**config.mk**
```make
export PLATFORM = sky130hd
export DESIGN_NAME = xbar_exchanger
export DESIGN_NICKNAME = d
export VERILOG_FILES = /design/src/rtl/xbar_pkg.sv /design/src/rtl/xbar_keeper.sv /design/src/rtl/xbar_stage.sv /design/src/rtl/xbar_rst_sync.sv /design/src/rtl/xbar_exchanger.sv
export SDC_FILE = /design/constraint.sdc
export NUM_CORES = 1
export LEC_CHECK = 0
export ABC_AREA = 1
export BUFFER_PORTS_ARGS = -buffer_cell sky130_fd_sc_hd__clkbuf_2
export CORE_MARGIN = 5
export CORE_UTILIZATION = 35
export CTS_CLUSTER_DIAMETER = 80
export CTS_CLUSTER_SIZE = 10
export DETAILED_ROUTE_END_ITERATION = 10
export SETUP_SLACK_MARGIN = 0.05
export SYNTH_ARGS = -nofsm -noshare
export SYNTH_HDL_FRONTEND = slang
export SYNTH_HIERARCHICAL = 1
export SYNTH_SLANG_ARGS = --single-unit
```
**constraint.sdc**
```tcl
create_clock -name clk -period 3 [get_ports clk]
set_clock_uncertainty 0.1 [all_clocks]
set_input_delay 0.6 -clock clk [delete_from_list [all_inputs] [get_ports clk]]
set_output_delay 0.6 -clock clk [all_outputs]
set_load 0.01 [all_outputs]
```
**src/rtl/xbar_pkg.sv**
```systemverilog
package xbar_pkg;
  localparam int XB_WIDTH   = 12;
  localparam int XB_BPORTS  = 2;
  localparam int XB_SYNC    = 2;
  typedef enum logic { RET_P2 = 1'b0, RET_P1 = 1'b1 } ret_sel_e;
endpackage

```
**src/rtl/xbar_keeper.sv**
```systemverilog
module xbar_keeper #(
  parameter int W = 12
) (
  input  logic         clk,
  input  logic         rst_n,
  input  logic         vld,
  input  logic [W-1:0] din,
  output logic [W-1:0] eff
);
  logic [W-1:0] keep_q, keep_d;

  always_comb begin
    keep_d = keep_q;
    if (vld) keep_d = din;
  end

  always_ff @(posedge clk or negedge rst_n) begin
    if (!rst_n) keep_q <= '0;
    else        keep_q <= keep_d;
  end

  assign eff = vld ? din : keep_q;
endmodule

```
**src/rtl/xbar_stage.sv**
```systemverilog
module xbar_stage #(
  parameter int W = 12
) (
  input  logic         clk,
  input  logic         rst_n,
  input  logic         open,
  input  logic [W-1:0] d,
  output logic [W-1:0] q
);
  logic [W-1:0] held_q, held_d;

  always_comb begin
    held_d = held_q;
    if (open) held_d = d;
  end

  always_ff @(posedge clk or negedge rst_n) begin
    if (!rst_n) held_q <= '0;
    else        held_q <= held_d;
  end

  assign q = open ? d : held_q;
endmodule

```
**src/rtl/xbar_rst_sync.sv**
```systemverilog
module xbar_rst_sync #(
  parameter int STAGES = 2
) (
  input  logic clk,
  input  logic rst_n,
  output logic rst_sync_n
);
  logic [STAGES-1:0] chain_q, chain_d;

  always_comb chain_d = {chain_q[STAGES-2:0], 1'b1};

  always_ff @(posedge clk or negedge rst_n) begin
    if (!rst_n) chain_q <= '0;
    else        chain_q <= chain_d;
  end

  assign rst_sync_n = chain_q[STAGES-1];
endmodule

```
**src/rtl/xbar_exchanger.sv**
```systemverilog
module xbar_exchanger
  import xbar_pkg::*;
#(
  parameter int W = XB_WIDTH
) (
  input  logic         clk,
  input  logic         rst_n,
  input  logic [W-1:0] a_in,
  input  logic         a_in_vld,
  output logic [W-1:0] a_out,
  output logic         a_drv,
  input  logic [W-1:0] p1_in,
  input  logic         p1_in_vld,
  output logic [W-1:0] p1_out,
  output logic         p1_drv,
  input  logic [W-1:0] p2_in,
  input  logic         p2_in_vld,
  output logic [W-1:0] p2_out,
  output logic         p2_drv,
  input  logic         le_a_to_p1,
  input  logic         le_a_to_p2,
  input  logic         le_p1_to_a,
  input  logic         le_p2_to_a,
  input  logic         sel_p1,
  input  logic         oe_a_n,
  input  logic         oe_p1_n,
  input  logic         oe_p2_n
);
  localparam int NB = XB_BPORTS;

  logic         rst_i_n;
  logic [W-1:0] a_eff;
  logic [W-1:0] b_in   [NB];
  logic         b_vld  [NB];
  logic [W-1:0] b_eff  [NB];
  logic         le_down[NB];
  logic         le_up  [NB];
  logic [W-1:0] down_q [NB];
  logic [W-1:0] up_q   [NB];
  ret_sel_e     ret_sel;

  xbar_rst_sync #(.STAGES(XB_SYNC)) u_rst (
    .clk(clk), .rst_n(rst_n), .rst_sync_n(rst_i_n)
  );

  xbar_keeper #(.W(W)) u_keep_a (
    .clk(clk), .rst_n(rst_i_n), .vld(a_in_vld), .din(a_in), .eff(a_eff)
  );

  assign b_in[0]    = p1_in;
  assign b_in[1]    = p2_in;
  assign b_vld[0]   = p1_in_vld;
  assign b_vld[1]   = p2_in_vld;
  assign le_down[0] = le_a_to_p1;
  assign le_down[1] = le_a_to_p2;
  assign le_up[0]   = le_p1_to_a;
  assign le_up[1]   = le_p2_to_a;

  for (genvar g = 0; g < NB; g++) begin : g_bport
    xbar_keeper #(.W(W)) u_keep (
      .clk(clk), .rst_n(rst_i_n), .vld(b_vld[g]), .din(b_in[g]), .eff(b_eff[g])
    );
    xbar_stage #(.W(W)) u_down (
      .clk(clk), .rst_n(rst_i_n), .open(le_down[g]), .d(a_eff), .q(down_q[g])
    );
    xbar_stage #(.W(W)) u_up (
      .clk(clk), .rst_n(rst_i_n), .open(le_up[g]), .d(b_eff[g]), .q(up_q[g])
    );
  end

  assign ret_sel = ret_sel_e'(sel_p1);

  always_comb begin
    unique case (ret_sel)
      RET_P1:  a_out = up_q[0];
      default: a_out = up_q[1];
    endcase
  end

  assign p1_out = down_q[0];
  assign p2_out = down_q[1];
  assign a_drv  = ~oe_a_n;
  assign p1_drv = ~oe_p1_n;
  assign p2_drv = ~oe_p2_n;
endmodule

```
==> results.md <==
## Global route
- 12880 um — global-route wire length before repair
- 0 — antenna violations before repair
- 85 — largest net degree at the start of global routing
- met2 — most used routing layer
- 0 — overflow left after global routing
- 16.77% — GR met1 Demand/Resource
- 22.72% — met2 track demand over resource in global routing
- 4.204% — fraction of met3 tracks used by global routing
- 14.06% — total routing resource utilization after global routing
- 2713 — number of global-route vias before repair

## Critical path
- buffers and inverters — kind of cell adding the most delay to the critical path
- 200 ps — Largest stage delay, worst path
- 3 — WP buf/inv
- nand2_1 — Most common cell on crit path
- 13 — critical-path maximum fanout
- input port — Critical Path Start Type
- input port to output port — WS Path Type
- inv_2 — slowest cell on the critical path
- 1610 ps — Arrival @ worst endpoint
- clkbuf_2 -> inv_2 -> nand2_1 -> nand2_1 -> nand2_1 -> nand2_1 -> nand2_1 -> nand2_1 -> clkbuf_2 — critical path, cell by cell
- 2300 ps — Worst Path Required
- output port — Critical Path End Type

## Routing
- 12.07 um — final routed wire length divided by cell count
- 2662 — total number of vias
- 5 — total iterations of the first detailed-routing run
- 7522 um — routed wire length
- 4.273 — detailed-route vias per instance
- 0 — Antenna Nets Post-Route
- 0 — DR DRC count
- 80 — initial detailed-routing violation count

## Power and ir drop
- 0.0002949 V — Peak supply drop
- 27.09% — Switching Fraction
- 0.6693 mW — switching power of the nets
- 13.7% — part of the power in combinational logic
- 603.6 nW/um2 — Pwr per Cell Area
- 2.471 mW — total power of the final layout
- 2.407 nW — P_leak
- 32.8% — clock power share
- 1.802 mW — internal power
- 53.5% — Sequential Power Share

## Cells and area
- 1003 — fill cell total of the finished layout
- 0 — Inserted Diodes
- 19.42% — area growth from synthesis to final layout
- 22.65% — layout cell share with drive strength beyond 1
- 534 — Final #Nets

## Synthesis
- 6 — Warnings, synthesis
- 0 — number of synthesized flops with an enable pin
- 100.0% — async set-or-reset flop fraction in the synthesized netlist
- 62.77% — share of synthesized area occupied by flip-flops and latches
- 451 — post-synthesis net count
- dfrtp_1 — post-synthesis cell type with the largest combined area
- dfrtp_1 (63%), nand2_1 (32%), buf_6 (2.6%) — largest cells by area after synthesis
- 3428 um2 — cell area after synthesis
- dfrtp_1 — flip-flop cell with the highest count after synthesis
- simple AND/OR/NAND/NOR gates — dominant combinational cell family by area after synthesis
- 62.77% — share of the synthesized area in the top cell type
- 0% — compound-cell area share of the yosys netlist
- 8.528 um2 — Avg Cell Area, Syn
- 31.53% — share of synthesized cell area in and, or, nand and nor gates
- 86 — flop and latch count out of synthesis
- 402 — gate count of the mapped netlist
- nand2_1 (288), dfrtp_1 (86), buf_4 (8), buf_6 (8), inv_2 (8) — most frequent cells after synthesis
- 0% — multiplexer area fraction after synthesis
- 7 — number of different library cells in the post-synthesis netlist
- nand2_1 — most frequently used cell type in the post-synthesis netlist
- 0% — synthesized-area fraction occupied by xor and xnor cells
- 0% — adder-cell share of the synthesized area

## STA
- 76.88% — share of the clock period used by the worst path after layout
- 2306 ps — final period demand of the worst path
- 693.7 ps — setup slack after layout
- 30.82% — headroom to the max-slew limit
- false — RSZ-0062 raised after global routing
- 256.8 ps — Hold Slack
- 1038 ps — worst slew pin tran
- 0 — count of final setup violators
- 0 — Final Max Tran Viols
- 433.6 MHz — Max Clk Rate
- 0 — hold violation total from the final report
- 0 ps — setup TNS after final layout

## CTS
- 86 — sinks on the clock net
- 9 — number of buffers created by CTS
- 2 — deepest clock path buffer count
- 3 — # H-tree levels
- 80 ps — CTS clk-pin slew, worst paths
- clkbuf_8 — clock root buffer master
- built — CTS tree
- 350 ps — clock network latency to the later pin of the worst-skew pair

## Min path
- flip-flop to flip-flop — hold crit path type

## Die
- 36 — number of placement rows
- 11870 um2 — overall die area
- 88 — Top-Level Pins
- 9684 um2 — CORE AREA
- 35.40% — starting density of the core
- 109.0 um — Die H
- 109.0 um — die width

## Run
- 0 — number of max-cap violations

## Placement
- 5525 um — dpl hpwl
- 688.8 ps — Post-Place Worst Slack
- 87 — count of port buffers added during placement
- 0.7599 — final RePlAce weighted congestion

## Run status
- complete, no violations — outcome

-- layout make-up --
class	count	area [um2]	area share, %
flip-flops and latches	86	2156	52.66
multi-input cells	289	1085	26.50
repair buffers	88	445.4	10.88
well taps	133	166.4	4.065
clock buffers	11	141.4	3.454
clock inverters	5	58.81	1.436
inverters	11	41.29	1.009
-- metrics by stage --
step,cells,utilization [%],cell area (um2)
after floorplan,402,-,3428
after global placement,606,40.10,3884
after detailed placement,606,40.10,3884
after CTS,623,42.27,4094
after global routing,623,42.27,4094
final,623,42.27,4094
-- logic make-up (layout without fill, tap and decap cells) --
| logic type | after synthesis | in the layout |
|---|---|---|
| buffers and inverters | 27 | 115 |
| flip-flops | 86 | 86 |
| other | 1 | 1 |
| AND/OR/NAND/NOR | 288 | 288 |
-- power groups by stage --
stage | Sequential [mW] | Clock (mW) | Combinational (mW)
final | 1.32 | 0.811 | 0.337
after global routing | 1.34 | 0.887 | 0.390
after CTS | 1.33 | 0.838 | 0.346
after detailed placement | 1.35 | 0 | 0.343
after global placement | 1.34 | 0 | 0.337
after floorplan | 1.33 | 0 | 0.219
-- routing by layer --
layer / vias up / routed length, um
li1: 1364 / -
met5: - / 0
met1: 1231 / 3205
met2: 49 / 3689
met3: 18 / 442
met4: 0 / 186
-- sequential cells by signal, indices dropped and copies added, names as in the netlist --
register / count
g_bport.u_keep/keep_q: 24
g_bport.u_down/held_q: 24
u_rst/chain_q: 2
u_keep_a/keep_q: 12
g_bport.u_up/held_q: 24
-- what timing repair did --
| action | in CTS | in global routing |
|---|---|---|
| hold buffers | 1 | 0 |
| hold endpoints to repair | 2 | 0 |
| resized for setup | 0 | 0 |
| buffers inserted | 0 | 0 |
-- placed cells by master (no fill, tap or decap), types with 2 or more instances in the layout --
| cell | instances |
|---|---|
| dfrtp_1 | 85 |
| inv_2 | 8 |
| nand2_1 | 288 |
| inv_1 | 3 |
| clkbuf_2 | 87 |
| clkinvlp_4 | 2 |
| clkbuf_8 | 10 |
-- path summary, 6_finish.rpt --
check	startpoint	to	slack, ps	depth (start not counted)
min	u_rst/chain_q[0]	u_rst/chain_q[1]	260	0
min reg2reg	u_rst/chain_q[0]	u_rst/chain_q[1]	260	0
max	p1_in_vld	a_out[3]	690	9
max in group asynchronous	u_rst/chain_q[1]	g_bport[1].u_down/held_q[1]	1730	0
min in group asynchronous	u_rst/chain_q[1]	g_bport[1].u_down/held_q[5]	430	0
max reg2reg	u_rst/chain_q[1]	g_bport[1].u_down/held_q[1]	1730	0
No activity file was read; power rests on OpenSTA's default activity.
